--- src/rtl/mfs_pkg.sv ---
package mfs_pkg;
  typedef enum logic {
    FRAME_NORMAL = 1'b0,
    FRAME_ALT    = 1'b1
  } frame_kind_e;
endpackage

--- src/rtl/mfs_cycle_cnt.sv ---
module mfs_cycle_cnt #(
  parameter int N_CYC = 3
) (
  input  logic clk,
  input  logic rst_n,
  input  logic clr,
  input  logic tick,
  output logic conv_done
);
  localparam int CYC_W = (N_CYC > 1) ? $clog2(N_CYC) : 1;
  localparam logic [CYC_W-1:0] CYC_LAST = CYC_W'(N_CYC - 1);

  logic [CYC_W-1:0] cnt_q, cnt_d;
  logic             cnt_en;
  logic             at_last;

  assign at_last   = (cnt_q == CYC_LAST);
  assign conv_done = tick & at_last & ~clr;
  assign cnt_en    = clr | tick;

  always_comb begin
    cnt_d = cnt_q;
    if (clr)          cnt_d = '0;
    else if (at_last) cnt_d = '0;
    else              cnt_d = cnt_q + 1'b1;
  end

  always_ff @(posedge clk or negedge rst_n) begin
    if (!rst_n)      cnt_q <= '0;
    else if (cnt_en) cnt_q <= cnt_d;
  end
endmodule

--- src/rtl/mfs_conv_cnt.sv ---
module mfs_conv_cnt #(
  parameter int N_CONV = 4
) (
  input  logic                      clk,
  input  logic                      rst_n,
  input  logic                      clr,
  input  logic                      adv,
  output logic [$clog2(N_CONV)-1:0] idx,
  output logic                      last_conv,
  output logic                      samp_par
);
  localparam int IDX_W = $clog2(N_CONV);
  localparam logic [IDX_W-1:0] IDX_LAST = IDX_W'(N_CONV - 1);

  logic [IDX_W-1:0] idx_q, idx_d;
  logic             par_q, par_d;
  logic             upd_en;

  assign upd_en    = clr | adv;
  assign last_conv = (idx_q == IDX_LAST);

  always_comb begin
    idx_d = idx_q;
    par_d = par_q;
    if (clr) begin
      idx_d = '0;
      par_d = 1'b0;
    end else begin
      idx_d = last_conv ? '0 : idx_q + 1'b1;
      par_d = ~par_q;
    end
  end

  always_ff @(posedge clk or negedge rst_n) begin
    if (!rst_n) begin
      idx_q <= '0;
      par_q <= 1'b0;
    end else if (upd_en) begin
      idx_q <= idx_d;
      par_q <= par_d;
    end
  end

  assign idx      = idx_q;
  assign samp_par = par_q;
endmodule

--- src/rtl/mfs_frame_ctl.sv ---
module mfs_frame_ctl
  import mfs_pkg::*;
(
  input  logic clk,
  input  logic rst_n,
  input  logic clr,
  input  logic req,
  input  logic frm_done,
  output logic is_alt,
  output logic alt_par
);
  frame_kind_e kind_q, kind_d;
  logic        pend_q, pend_d;
  logic        apar_q, apar_d;

  always_comb begin
    kind_d = kind_q;
    pend_d = pend_q;
    apar_d = apar_q;
    if (clr) begin
      kind_d = FRAME_NORMAL;
      pend_d = 1'b0;
      apar_d = 1'b0;
    end else if (frm_done) begin
      kind_d = (pend_q | req) ? FRAME_ALT : FRAME_NORMAL;
      pend_d = 1'b0;
      if (kind_q == FRAME_ALT) apar_d = ~apar_q;
    end else begin
      pend_d = pend_q | req;
    end
  end

  always_ff @(posedge clk or negedge rst_n) begin
    if (!rst_n) begin
      kind_q <= FRAME_NORMAL;
      pend_q <= 1'b0;
      apar_q <= 1'b0;
    end else begin
      kind_q <= kind_d;
      pend_q <= pend_d;
      apar_q <= apar_d;
    end
  end

  assign is_alt  = (kind_q == FRAME_ALT);
  assign alt_par = apar_q;
endmodule

--- src/rtl/mux_frame_seq.sv ---
module mux_frame_seq #(
  parameter int N_CYC  = 3,
  parameter int N_CONV = 4
) (
  input  logic                      clk,
  input  logic                      rst_n,
  input  logic                      sync_clr,
  input  logic                      cyc_tick,
  input  logic                      alt_req,
  output logic [$clog2(N_CONV)-1:0] sel_idx,
  output logic                      conv_strobe,
  output logic                      frame_end,
  output logic                      alt_frame,
  output logic                      chop_pol
);
  logic conv_done;
  logic last_conv;
  logic samp_par;
  logic alt_par;
  logic frm_done;

  mfs_cycle_cnt #(.N_CYC(N_CYC)) u_cyc (
    .clk       (clk),
    .rst_n     (rst_n),
    .clr       (sync_clr),
    .tick      (cyc_tick),
    .conv_done (conv_done)
  );

  mfs_conv_cnt #(.N_CONV(N_CONV)) u_conv (
    .clk       (clk),
    .rst_n     (rst_n),
    .clr       (sync_clr),
    .adv       (conv_done),
    .idx       (sel_idx),
    .last_conv (last_conv),
    .samp_par  (samp_par)
  );

  assign frm_done = conv_done & last_conv;

  mfs_frame_ctl u_frm (
    .clk      (clk),
    .rst_n    (rst_n),
    .clr      (sync_clr),
    .req      (alt_req),
    .frm_done (frm_done),
    .is_alt   (alt_frame),
    .alt_par  (alt_par)
  );

  assign conv_strobe = conv_done;
  assign frame_end   = frm_done;
  assign chop_pol    = samp_par ^ alt_par;
endmodule

--- config.mk ---
export PLATFORM = sky130hd
export DESIGN_NAME = mux_frame_seq
export DESIGN_NICKNAME = d
export VERILOG_FILES = /design/src/rtl/mfs_pkg.sv /design/src/rtl/mfs_cycle_cnt.sv /design/src/rtl/mfs_conv_cnt.sv /design/src/rtl/mfs_frame_ctl.sv /design/src/rtl/mux_frame_seq.sv
export SDC_FILE = /design/constraint.sdc
export NUM_CORES = 1
export LEC_CHECK = 0
export ABC_AREA = 1
export BUFFER_PORTS_ARGS = -buffer_cell sky130_fd_sc_hd__buf_2
export CAP_MARGIN = 20
export CORE_AREA = 5 5 42 44
export CTS_CLUSTER_SIZE = 25
export DETAILED_ROUTE_END_ITERATION = 6
export DIE_AREA = 0 0 47 49
export HOLD_SLACK_MARGIN = 0.08
export PLACE_DENSITY = 0.47
export REMOVE_ABC_BUFFERS = 1
export SYNTH_ARGS = -nofsm -noshare
export SYNTH_HDL_FRONTEND = slang
export SYNTH_SLANG_ARGS = --single-unit
export TNS_END_PERCENT = 30
--- constraint.sdc ---
create_clock -name clk -period 2.7 [get_ports clk]
set_clock_uncertainty 0.2 [all_clocks]
set_input_delay 0 -clock clk [delete_from_list [all_inputs] [get_ports clk]]
set_output_delay 0 -clock clk [all_outputs]
set_load 0.1 [all_outputs]
==> results.txt <==
Clock-pin slew was measured on the worst setup and hold paths at 0.06 ns. The largest fanout of any net on the critical path is 7. Wire segments on met2 add up to 381 um in the final route. Beginning of the worst register-to-register path: u_cyc.cnt_q[0]$_DFFE_PN0P_. The quantity of I/O buffers inserted on ports is 10. The tools report the global-route congestion overflow total as 0. For the worst setup path, the data required time is 2.64 ns. Setup repair after global routing left no endpoint under its margin. Number of cells traversed by the worst hold path: 1. At the end of routability-driven placement, the weighted congestion stood at 0.6644. For the fraction of the yosys area taken by sequential cells, the log shows 49.54%. In the synthesized netlist, the cells that appear most often are sky130_fd_sc_hd__dfrtp_1, sky130_fd_sc_hd__nand2_1, sky130_fd_sc_hd__inv_1. For the pin with the worst max-slew slack, the measured transition is 0.4867 ns.

The number of placed I/O pins was 11; the setup TNS after final layout was 0 ns. The run gives 404.1 um^2 as the mapped cell area. The slowest stage of the critical path is the sky130_fd_sc_hd__dlygate4sd3_1 cell. The area of the core was 0.001401 mm^2; the first-pass GRT wire length was 1.483 mm.

Dividing total power by cell area gives a power density of 606.1 mW/mm^2. The critical path is of the input port to flop type. The run finished with clean final reports. Summed over all nets, the half-perimeter wirelength after detailed placement is 611.7 um.

In this run the most critical hold path is launched from u_conv.samp_par$_DFFE_PN0P_. Across the run, the number of max-cap violations was 0. Counting along the longest clock path gives a buffer depth of 2. The TritonCTS buffer count was 3; the number of violations reported at the end of detailed-routing iteration 0 was 8. The number of flops mapped to enable cells by yosys was 0. For hold timing, the worst endpoint is u_conv.samp_par$_DFFE_PN0P_. The vias after detailed routing was 353. In the detailed route, the total length drawn on met3 is 60 um. The source-to-sink clock delay at the later pin of the worst-skew pair came out at 0.26 ns. The mean area per synthesized cell was 9.185 um^2. The most used flip-flop cell after synthesis was sky130_fd_sc_hd__dfrtp_1. The total wire length was 813 um.

The chip height is 49 um. Across the VDD grid, the largest voltage drop is 0.2835 mV. The tools report the total iterations of the first detailed-routing run as 4. At the end of the flow, the number of nets in the layout was 73. The layout cell share with drive strength beyond 1 is 26.15%, and the share of Yosys cell area claimed by the top area cell type is 49.54%. The worst path uses 79.09% of the clock period.

The synthesized design spends more area on one cell type than any other, namely sky130_fd_sc_hd__dfrtp_1. The highest layer touched by signal routing is met3. The final number of hold-violating endpoints is 0, and the worst stage delay on the critical path is 0.55 ns.

Yosys printed 0 warnings. The row count was 14; the reported leakage power was 0.2904 nW. The number of cell instances on the worst register-to-register path was 5; the detailed-route wire length per cell was 10.04 um. Entering global routing, the biggest net connects 9 pins.

Clock tree synthesis selected as its root buffer the cell sky130_fd_sc_hd__clkbuf_4. End of the worst register-to-register path: u_cyc.cnt_q[0]$_DFFE_PN0P_. Synthesis instantiated 15 different standard cells from the library.

The worst setup path is captured at a flop. The number of global-route vias before repair came out at 350. Synthesis produced a netlist whose cell count is 44. Walking the worst path, the cells encountered are dlygate4sd3_1 -> buf_2 -> inv_1 -> nand4_1 -> dlygate4sd3_1 -> o21ai_0 -> dlygate4sd3_1. Setup violations remaining at the end of the flow were counted as 0. The routed via count divided by cell count is 4.358, and the final-report max-slew violation count is 0. The fraction of registers with async set or reset after synthesis was 100.0%.

The final antenna-violating net count is 0, and the flip-flop and latch count after synthesis is 8. For this run, design rule violations remaining after detail routing come to 0. The met1 wire length is 371 um, and the register-to-register setup slack is 0.65 ns. The most numerous cell type found on the critical path is sky130_fd_sc_hd__dlygate4sd3_1. The category of the worst setup path launch point is an input port. The final critical path time including I/O delays and setup is 2.135 ns, and the initial antenna violation count is 0.

Once the floorplan was initialized, standard cells occupied 28.84% of the core. By area the synthesized netlist is led by sky130_fd_sc_hd__dfrtp_1, sky130_fd_sc_hd__nand2_1, sky130_fd_sc_hd__inv_1. The headroom to the max-slew limit came out at 67.77%. For this design, the sink count on the clock tree is 8. For this run, the share of the core covered by cells in the final layout is 41.16%. Relative to the synthesized area, the layout overhead comes to 42.72%. 0 antenna diodes ended up in the layout. The area of the die came out at 0.002303 mm^2. TritonCTS built the clock tree.

For this run, the total global-route usage over all layers was measured as 9.084%. Timing would allow up to 0.4683 GHz. Worst hold-check path type: flop to flop.

Worst hold slack: 0.2879 ns. Deepest level of the CTS H-tree: 1. From left edge to right edge, the die measures 47 um. The arrival time of the worst setup path came out at 2.08 ns.
layout by cell type (no fill, tap or decap):
cell type                        n
sky130_fd_sc_hd__a21oi_1         1
sky130_fd_sc_hd__buf_2          10
sky130_fd_sc_hd__clkbuf_4        3
sky130_fd_sc_hd__dfrtp_1         8
sky130_fd_sc_hd__dlygate4sd3_1   8
sky130_fd_sc_hd__ha_1            1
sky130_fd_sc_hd__inv_1           6
sky130_fd_sc_hd__nand2_1         8
sky130_fd_sc_hd__nand3_1         3
sky130_fd_sc_hd__nand3_4         1
sky130_fd_sc_hd__nand4_1         2
sky130_fd_sc_hd__nor2_1          5
sky130_fd_sc_hd__nor2_4          1
sky130_fd_sc_hd__nor3_1          1
sky130_fd_sc_hd__o21ai_0         4
sky130_fd_sc_hd__o21bai_4        1
sky130_fd_sc_hd__or2_2           1
sky130_fd_sc_hd__xor2_1          1
sequential cells by signal (all words and copies together) (netlist names):
| register | cells |
|---|---|
| u_frm.alt_par | 1 |
| u_conv.idx | 2 |
| u_conv.samp_par | 1 |
| u_frm.pend_q | 1 |
| u_cyc.cnt_q | 2 |
| u_frm.is_alt | 1 |
metal layers:
metal / vias up / global-route usage, %
met4: 0 / 1.382
met5: - / 0
met3: 0 / 6.642
li1: 186 / -
met2: 9 / 12.22
met1: 158 / 11.94
logic make-up (layout without fill, tap and decap cells):
logic type,Yosys count,in the layout,share of synthesized area [%]
AOI/OAI and AO/OA,6,6,10.84
xor gates and xnor gates,1,1,2.168
adders and majority gates,1,1,3.095
buffers and inverters,6,27,5.572
DFF,8,8,49.54
and+or+nand+nor,22,22,28.79
worst max path at each step:
stage / start / end / slack [ns] / depth (start not counted)
floorplan: u_conv.idx[1]$_DFFE_PN0P_ / frame_end / -0.86 / 3
global placement: u_conv.idx[1]$_DFFE_PN0P_ / frame_end / 1.28 / 4
detailed placement: u_conv.idx[0]$_DFFE_PN0P_ / frame_end / 1.27 / 4
CTS: sync_clr / u_cyc.cnt_q[0]$_DFFE_PN0P_ / 0.58 / 7
global route: sync_clr / u_cyc.cnt_q[0]$_DFFE_PN0P_ / 0.44 / 7
finish: sync_clr / u_cyc.cnt_q[0]$_DFFE_PN0P_ / 0.56 / 7
per-stage QoR:
step	area, um^2	setup slack, ns	power, mW	instances
2_1_floorplan	404.1	-0.8583	0.2306	44
3_3_place_gp	474.2	1.281	0.2516	70
3_5_place_dp	474.2	1.272	0.2521	70
4_1_cts	576.8	0.5825	0.3546	81
5_1_grt	576.8	0.4405	0.3733	81
6_report	576.8	0.5645	0.3496	81
worst max-delay path: cells and delay by family:
| family | cells | cell delay [ns] |
|---|---|---|
| AND/OR/NAND/NOR | 1 | 0.08 |
| AO/OA/AOI/OAI | 1 | 0.07 |
| buffers and inverters | 5 | 1.92 |
area by class of cell:
type | instances | area [um^2]
sequential | 8 | 200.2
clock buffer | 3 | 22.52
tap | 16 | 20.02
fill | 148 | 824.5
timing repair buffer | 18 | 130.1
multi-input combinational | 30 | 181.4
inverter | 6 | 22.52
where the power goes:
part	leakage [nW]	internal, mW	switching [mW]
Sequential	0.106	0.132	0.00852
Combinational	0.171	0.0291	0.0900
Clock	0.0138	0.0508	0.0395
repair_timing:
action / 4_1_cts / 5_1_grt
endpoints found under the setup margin: 0 / 0
buffers inserted: 0 / 0
hold endpoints to repair: 16 / 0
hold buffers: 8 / 0
gates resized for setup: 0 / 0
Note: power is estimated with default switching activity, not from simulation.
